[config.mk]
export PLATFORM = sky130hd
export DESIGN_NAME = sysbus_region_decoder
export DESIGN_NICKNAME = d
export VERILOG_FILES = /design/src/rtl/srd_pkg.sv /design/src/rtl/srd_regs.sv /design/src/rtl/srd_mem_route.sv /design/src/rtl/srd_io_trap.sv /design/src/rtl/sysbus_region_decoder.sv
export SDC_FILE = /design/constraint.sdc
export NUM_CORES = 1
export LEC_CHECK = 0
export ABC_CLOCK_PERIOD_IN_PS = 2200
export BUFFER_PORTS_ARGS = -buffer_cell sky130_fd_sc_hd__buf_2
export CAP_MARGIN = 20
export CORE_ASPECT_RATIO = 2
export CORE_MARGIN = 2
export CORE_UTILIZATION = 25
export CTS_CLUSTER_DIAMETER = 30
export DETAILED_ROUTE_END_ITERATION = 7
export HOLD_SLACK_MARGIN = 0.05
export PLACE_DENSITY = 0.45
export SETUP_SLACK_MARGIN = 0.5
export SLEW_MARGIN = 20
export SYNTH_ARGS = -nofsm -noshare
export SYNTH_HDL_FRONTEND = slang
export SYNTH_SLANG_ARGS = --single-unit
[constraint.sdc]
create_clock -name clk -period 2.2 [get_ports clk]
set_input_delay 0.33 -clock clk [delete_from_list [all_inputs] [get_ports clk]]
set_output_delay 0.33 -clock clk [all_outputs]
set_load 0.01 [all_outputs]
[src/rtl/srd_pkg.sv]
package srd_pkg;

  localparam int REG_DW     = 32;
  localparam int OFS_CEIL   = 'h00;
  localparam int OFS_MAP    = 'h04;

  // Legacy-window map layout (software-visible positions)
  localparam int MB_GFX_B8  = 28;
  localparam int MB_CTL_B8  = 24;
  localparam int MB_SLAVE   = 22;
  localparam int MB_A20     = 21;
  localparam int MB_GFX_B0  = 20;
  localparam int MB_CTL_B0  = 16;
  localparam int MB_TRAP0   = 13;
  localparam int NUM_TRAPS  = 3;
  localparam logic [REG_DW-1:0] MAP_RW_MASK = 32'h1F7F_E000;

  // Legacy windows: 32 KB each, B0000h and B8000h
  localparam int WIN_LG     = 15;
  localparam int WIN_B0_IDX = 'h16;
  localparam int NUM_WIN    = 2;

  // I/O trap groups: 16 ports each, starting at 3B0h
  localparam logic [11:0] TRAP_FIRST = 12'h03B;
  localparam int A20_BIT    = 20;
  localparam int PORT_W     = 16;

  typedef struct packed {
    logic                 gfx_b8;
    logic [3:0]           ctl_b8;
    logic                 slave_en;
    logic                 a20_mask;
    logic                 gfx_b0;
    logic [3:0]           ctl_b0;
    logic [NUM_TRAPS-1:0] trap_en;
  } lwmap_t;

  typedef enum logic [1:0] {
    CLS_NONE   = 2'd0,
    CLS_SYSMEM = 2'd1,
    CLS_GFX    = 2'd2,
    CLS_ABOVE  = 2'd3
  } mem_cls_e;

endpackage

[src/rtl/srd_regs.sv]
module srd_regs
  import srd_pkg::*;
#(
  parameter int REG_AW  = 8,
  parameter int CEIL_HI = 29,
  parameter int GRAN_LG = 17,
  localparam int CEIL_W = CEIL_HI - GRAN_LG + 1
) (
  input  logic              clk,
  input  logic              rst,
  input  logic              reg_we,
  input  logic [REG_AW-1:0] reg_sel,
  input  logic [REG_DW-1:0] reg_wdata,
  output logic [REG_DW-1:0] reg_rdata,
  output logic [CEIL_W-1:0] ceil_field,
  output lwmap_t            map
);

  logic              wr_ceil, wr_map;
  logic [REG_DW-1:0] ceil_word, map_word, rd_next;

  assign wr_ceil = reg_we && (reg_sel == REG_AW'(OFS_CEIL));
  assign wr_map  = reg_we && (reg_sel == REG_AW'(OFS_MAP));

  always_ff @(posedge clk) begin
    if (rst) begin
      ceil_field <= '1;
      map        <= '0;
    end else begin
      if (wr_ceil) ceil_field <= reg_wdata[CEIL_HI:GRAN_LG];
      if (wr_map) begin
        map.gfx_b8   <= reg_wdata[MB_GFX_B8];
        map.ctl_b8   <= reg_wdata[MB_CTL_B8 +: 4];
        map.slave_en <= reg_wdata[MB_SLAVE];
        map.a20_mask <= reg_wdata[MB_A20];
        map.gfx_b0   <= reg_wdata[MB_GFX_B0];
        map.ctl_b0   <= reg_wdata[MB_CTL_B0 +: 4];
        map.trap_en  <= reg_wdata[MB_TRAP0 +: NUM_TRAPS];
      end
    end
  end

  always_comb begin
    ceil_word                     = '0;
    ceil_word[GRAN_LG-1:0]        = '1;
    ceil_word[CEIL_HI:GRAN_LG]    = ceil_field;

    map_word                            = '0;
    map_word[MB_GFX_B8]                 = map.gfx_b8;
    map_word[MB_CTL_B8 +: 4]            = map.ctl_b8;
    map_word[MB_SLAVE]                  = map.slave_en;
    map_word[MB_A20]                    = map.a20_mask;
    map_word[MB_GFX_B0]                 = map.gfx_b0;
    map_word[MB_CTL_B0 +: 4]            = map.ctl_b0;
    map_word[MB_TRAP0 +: NUM_TRAPS]     = map.trap_en;

    if (reg_sel == REG_AW'(OFS_CEIL))     rd_next = ceil_word;
    else if (reg_sel == REG_AW'(OFS_MAP)) rd_next = map_word;
    else                                  rd_next = '0;
  end

  always_ff @(posedge clk) begin
    if (rst) reg_rdata <= '0;
    else     reg_rdata <= rd_next;
  end

  // Reserved write bits are dropped on purpose
  logic unused_wdata;
  assign unused_wdata = ^{reg_wdata[REG_DW-1:CEIL_HI+1], reg_wdata[MB_TRAP0-1:0]};

endmodule

[src/rtl/srd_mem_route.sv]
module srd_mem_route
  import srd_pkg::*;
#(
  parameter int ADDR_W  = 32,
  parameter int CEIL_HI = 29,
  parameter int GRAN_LG = 17,
  localparam int CEIL_W = CEIL_HI - GRAN_LG + 1,
  localparam int WA_W   = ADDR_W - WIN_LG
) (
  input  logic [WA_W-1:0]         win_addr,
  input  logic [CEIL_W-1:0]       ceil_field,
  input  logic [NUM_WIN-1:0]      gfx_en,
  input  logic [NUM_WIN-1:0][3:0] win_ctl,
  output mem_cls_e                cls,
  output logic [3:0]              win_ctrl
);

  localparam int BLK_W = ADDR_W - GRAN_LG;

  logic [BLK_W-1:0]   blk, top_ext;
  logic               above;
  logic [NUM_WIN-1:0] hit, steer;

  assign blk = win_addr[WA_W-1:GRAN_LG-WIN_LG];

  always_comb begin
    top_ext             = '0;
    top_ext[CEIL_W-1:0] = ceil_field;
  end

  assign above = blk > top_ext;

  for (genvar w = 0; w < NUM_WIN; w++) begin : g_win
    assign hit[w]   = (win_addr == WA_W'(WIN_B0_IDX + w));
    assign steer[w] = hit[w] && gfx_en[w];
  end

  always_comb begin
    if (|steer)     cls = CLS_GFX;
    else if (above) cls = CLS_ABOVE;
    else            cls = CLS_SYSMEM;

    win_ctrl = 4'h0;
    for (int w = 0; w < NUM_WIN; w++)
      if (hit[w]) win_ctrl = win_ctl[w];
  end

endmodule

[src/rtl/srd_io_trap.sv]
module srd_io_trap
  import srd_pkg::*;
#(
  parameter int NTRAP = NUM_TRAPS
) (
  input  logic [11:0]      port_blk,
  input  logic [NTRAP-1:0] trap_en,
  output logic             trap
);

  logic [NTRAP-1:0] hit;

  for (genvar g = 0; g < NTRAP; g++) begin : g_grp
    assign hit[g] = trap_en[g] && (port_blk == TRAP_FIRST + 12'(g));
  end

  assign trap = |hit;

endmodule

[src/rtl/sysbus_region_decoder.sv]
module sysbus_region_decoder
  import srd_pkg::*;
#(
  parameter int ADDR_W  = 32,
  parameter int REG_AW  = 8,
  parameter int CEIL_HI = 29,
  parameter int GRAN_LG = 17
) (
  input  logic              clk,
  input  logic              rst,
  input  logic              reg_we,
  input  logic [REG_AW-1:0] reg_sel,
  input  logic [31:0]       reg_wdata,
  output logic [31:0]       reg_rdata,
  output logic              reg_slave_en,
  input  logic              req_valid,
  input  logic [ADDR_W-1:0] req_addr,
  input  logic              req_is_io,
  input  logic              req_smm,
  output logic              cls_valid,
  output logic              cls_sysmem,
  output logic              cls_gfx,
  output logic              cls_above_top,
  output logic [3:0]        cls_win_ctrl,
  output logic [ADDR_W-1:0] cls_addr,
  output logic              smi_pulse
);

  localparam int CEIL_W = CEIL_HI - GRAN_LG + 1;

  logic [CEIL_W-1:0] ceil_field;
  lwmap_t            map;
  logic [ADDR_W-1:0] eff_addr;
  mem_cls_e          mcls;
  logic [3:0]        wctrl;
  logic              io_trap;
  logic              is_mem;

  srd_regs #(.REG_AW(REG_AW), .CEIL_HI(CEIL_HI), .GRAN_LG(GRAN_LG)) u_regs (
    .clk        (clk),
    .rst        (rst),
    .reg_we     (reg_we),
    .reg_sel    (reg_sel),
    .reg_wdata  (reg_wdata),
    .reg_rdata  (reg_rdata),
    .ceil_field (ceil_field),
    .map        (map)
  );

  // Bit-20 wrap emulation, bypassed in system-management mode
  always_comb begin
    eff_addr = req_addr;
    if (map.a20_mask && !req_smm) eff_addr[A20_BIT] = 1'b0;
  end

  srd_mem_route #(.ADDR_W(ADDR_W), .CEIL_HI(CEIL_HI), .GRAN_LG(GRAN_LG)) u_route (
    .win_addr   (eff_addr[ADDR_W-1:WIN_LG]),
    .ceil_field (ceil_field),
    .gfx_en     ({map.gfx_b8, map.gfx_b0}),
    .win_ctl    ({map.ctl_b8, map.ctl_b0}),
    .cls        (mcls),
    .win_ctrl   (wctrl)
  );

  srd_io_trap #(.NTRAP(NUM_TRAPS)) u_trap (
    .port_blk (eff_addr[PORT_W-1:4]),
    .trap_en  (map.trap_en),
    .trap     (io_trap)
  );

  assign is_mem       = req_valid && !req_is_io;
  assign reg_slave_en = map.slave_en;

  always_ff @(posedge clk) begin
    if (rst) begin
      cls_valid     <= 1'b0;
      cls_sysmem    <= 1'b0;
      cls_gfx       <= 1'b0;
      cls_above_top <= 1'b0;
      cls_win_ctrl  <= '0;
      cls_addr      <= '0;
      smi_pulse     <= 1'b0;
    end else begin
      cls_valid     <= req_valid;
      cls_sysmem    <= is_mem && (mcls == CLS_SYSMEM);
      cls_gfx       <= is_mem && (mcls == CLS_GFX);
      cls_above_top <= is_mem && (mcls == CLS_ABOVE);
      cls_win_ctrl  <= is_mem ? wctrl : 4'h0;
      smi_pulse     <= req_valid && req_is_io && io_trap;
      if (req_valid) cls_addr <= eff_addr;
    end
  end

endmodule

==> impl_metrics.toml <==
[yosys]
synthXorXnorAreaFrac_pct = 0
yosysMostFrequentCell = "dfxtp_1"
ys_warn_count = 0
synth.avg_cell_area_um2 = 10.2
ys_top_cells_by_area = "dfxtp_1 (49%), mux2i_1 (14%), nor2_1 (7.0%), ha_1 (4.6%), a211o_1 (3.2%)"
synth_area_leader_cell = "dfxtp_1"
synth_top_cell_area_share_pct = 49.3
synthMuxAreaShare_pct = 14.8
ys_types = 38
synth_cells = 347
ys.flop_type = "dfxtp_1"
synth_edf_count = 0
synth_seq_area_share_pct = 49.3
yosys.area_share.adder_pct = 4.60
synthArstFlopShare_pct = 0
ys_ff_latch = 87
syn-cell-area_um2 = 3530
synth_commonest_cells = "dfxtp_1 (87), nor2_1 (66), mux2i_1 (51)"
synth-compound-area-share_pct = 9.17
synthSimpleGateAreaFrac_pct = 15.3
synth_top_family_by_area = "simple AND/OR/NAND/NOR gates"

[final_layout]
stdcell_area_um2 = 4700
fin_util_pct = 33.8
area_delta_synth_final_pct = 33.0
seqCellArea_um2 = 1750
drive_gt1_share_pct = 38.2
multi_input_area_um2 = 1620
diodes = 0
fillers = 1516
final_nets = 560

[clock_network]
ctsLongestPathBuffers = 2
clkTransAtPathRegs_ns = 0.06
cts_setup_buffers = 0
cts.sink_count = 87
cts_tree = "done"
h-tree-depth = 3
cts_buffers = 9
root_buffer = "clkbuf_16"
clk_latency_ns = 0.33

[setup_path]
startpoint_type = "register"
critPathKind = "register to register"
critPathTopFamily = "simple AND/OR/NAND/NOR gates"
cp_max_fo = 3
cp_slowest_cell = "dfxtp_1"
critical_path.cell_chain = "inv_1, ha_1, nand3_1, or2_2, o211ai_1, o21ai_2, nor2b_1"
cp-end-kind = "register"
cp.required_ns = 2.42
worst-path-buf-inv = 1
critical_path.max_stage_delay_ns = 0.34
crit_arrival_ns = 1.84

[die]
start_util_pct = 25.4
coreArea_um2 = 13900
die_x_um = 88.1
io_pins = 152
num_rows = 61
fp.dieArea_um2 = 15200
fp.dieH_um = 172

[power]
fin_total_pwr_w = 0.00345
peakVddDrop_mv = 0.314
power_density_nw_per_um2 = 733
p_leak_nw = 2.39

[timing]
skew_ns = 0.00757
fmax_ghz = 0.617
setup_viol = 0
fin_setup_tns_ns = 0
holdWs_ns = 0.199
rsz0062_at_grt = "true"
slew_viol_final = 0
slew_headroom_pct = 57.4
min_period_over_period_pct = 73.6
min_period_ns = 1.62
tightest_slew_ns = 0.639
report.final.hold_viol_count = 0

[placement]
gp_congestion = 0.732
port_buffers = 134
dpl.hpwl_um = 7790
place_area_um2 = 4330

[hold_path]
hold_class = "input pin to register"

[drt]
wl_per_cell_um = 15.4
via_count = 2826
drtAntennaViolNets = 0
drt_first_pass_iters = 4
vias_per_cell = 4.26
postRouteWirelength_um = 10200
drc_errors = 0
drtIter0Drc = 99

[global_route]
grt_use_total_pct = 13.8
antenna_found_initial = 1
grt_overflow = 0
grt_pass1_wl_um = 15200
grt_pass1_vias = 2769
grt_start_max_net_pins = 59

[job]
drv_cap = 0

[status]
status = "finished clean"
==> state kept, by name, summed over array words and instances (netlist names) <==
signal,count
cls_valid,1
smi_pulse,1
cls_above_top,1
u_regs.ceil_field,13
cls_sysmem,1
cls_win_ctrl,4
cls_addr,32
cls_gfx,1
u_regs.reg_rdata,18
u_regs.map,15
==> final timing paths <==
| kind | from | to | slack [ns] | depth (start not counted) |
|---|---|---|---|---|
| max | u_regs.ceil_field[2] | cls_above_top | 0.58 | 7 |
| max reg2reg | u_regs.ceil_field[2] | cls_above_top | 0.58 | 7 |
| min | reg_wdata[23] | u_regs.ceil_field[6] | 0.20 | 2 |
| min reg2reg | u_regs.ceil_field[3] | u_regs.reg_rdata[20] | 0.48 | 1 |
==> cells in the final DEF, fill, tap and decap left out, types with 3 or more instances in the layout <==
cell type | synthesis | routed
buf_2 | 7 | 134
dfxtp_1 | 87 | 82
nor2_1 | 66 | 66
mux2i_1 | 51 | 51
a211o_1 | 13 | 13
inv_1 | 15 | 11
a22o_1 | 11 | 11
a21oi_1 | 9 | 9
ha_1 | 13 | 9
clkbuf_16 | 0 | 9
nand2_1 | 6 | 6
buf_4 | 14 | 6
dfxtp_2 | 0 | 5
inv_2 | 0 | 4
a21o_1 | 4 | 4
nor2b_1 | 5 | 4
nor4_1 | 5 | 4
ha_4 | 0 | 4
nor3_1 | 3 | 3
nand4_1 | 3 | 3
nand4b_1 | 3 | 3
==> area by class of cell <==
class | instances | area share [%]
clock buffer | 12 | 5.24
clock inverter | 4 | 1.17
inverter | 15 | 1.20
multi-input combinational | 215 | 34.5
sequential | 87 | 37.2
tap | 189 | 5.03
timing repair buffer | 141 | 15.7
==> kinds of logic after synthesis <==
group / count (synthesis)
other: 1
flip-flops: 87
AO/OA/AOI/OAI: 43
adder cells (fa/ha/maj): 13
multiplexers: 52
buffers and inverters: 46
AND/OR/NAND/NOR: 105
==> per-stage QoR <==
step / setup slack [ns] / std cells
3_5_place_dp: 0.235 / 647
4_1_cts: 0.540 / 663
2_1_floorplan: 0.552 / 348
6_report: 0.580 / 663
5_1_grt: 0.452 / 663
3_3_place_gp: 0.246 / 647
==> what timing repair did <==
action | 4_1_cts | 5_1_grt
cloned | 0 | 0
resized for setup | 2 | 17
endpoints found under the setup margin | 2 | 3
pin swaps | 0 | 1
endpoints found under the hold margin | 0 | 0
hold buffers | 0 | 0
==> where the power goes <==
group / leakage, nW / internal, W / switching [W] / total, W
logic: 1.54 / 0.000126 / 0.000157 / 0.000283
clock network: 0.143 / 0.000916 / 0.000615 / 0.00153
registers: 0.707 / 0.00161 / 0.0000175 / 0.00163
total: 2.39 / 0.00265 / 0.000790 / 0.00345
==> metal layers <==
layer | global-route usage, % | wire, µm | vias up
met5 | 0 | 0 | -
met4 | 5.34 | 162 | 0
met3 | 2.96 | 464 | 8
met2 | 26.8 | 5870 | 85
met1 | 13.8 | 3730 | 1304
li1 | - | - | 1429
==> worst register-to-register path, delay by kind of cell (launching register included) <==
family | cells | cell delay (ns)
compound gates | 2 | 0.21
fa+ha+maj | 1 | 0.34
buf+inv | 1 | 0.10
flops | 1 | 0.34
simple gates | 3 | 0.52
(Power assumes the default switching activity.)
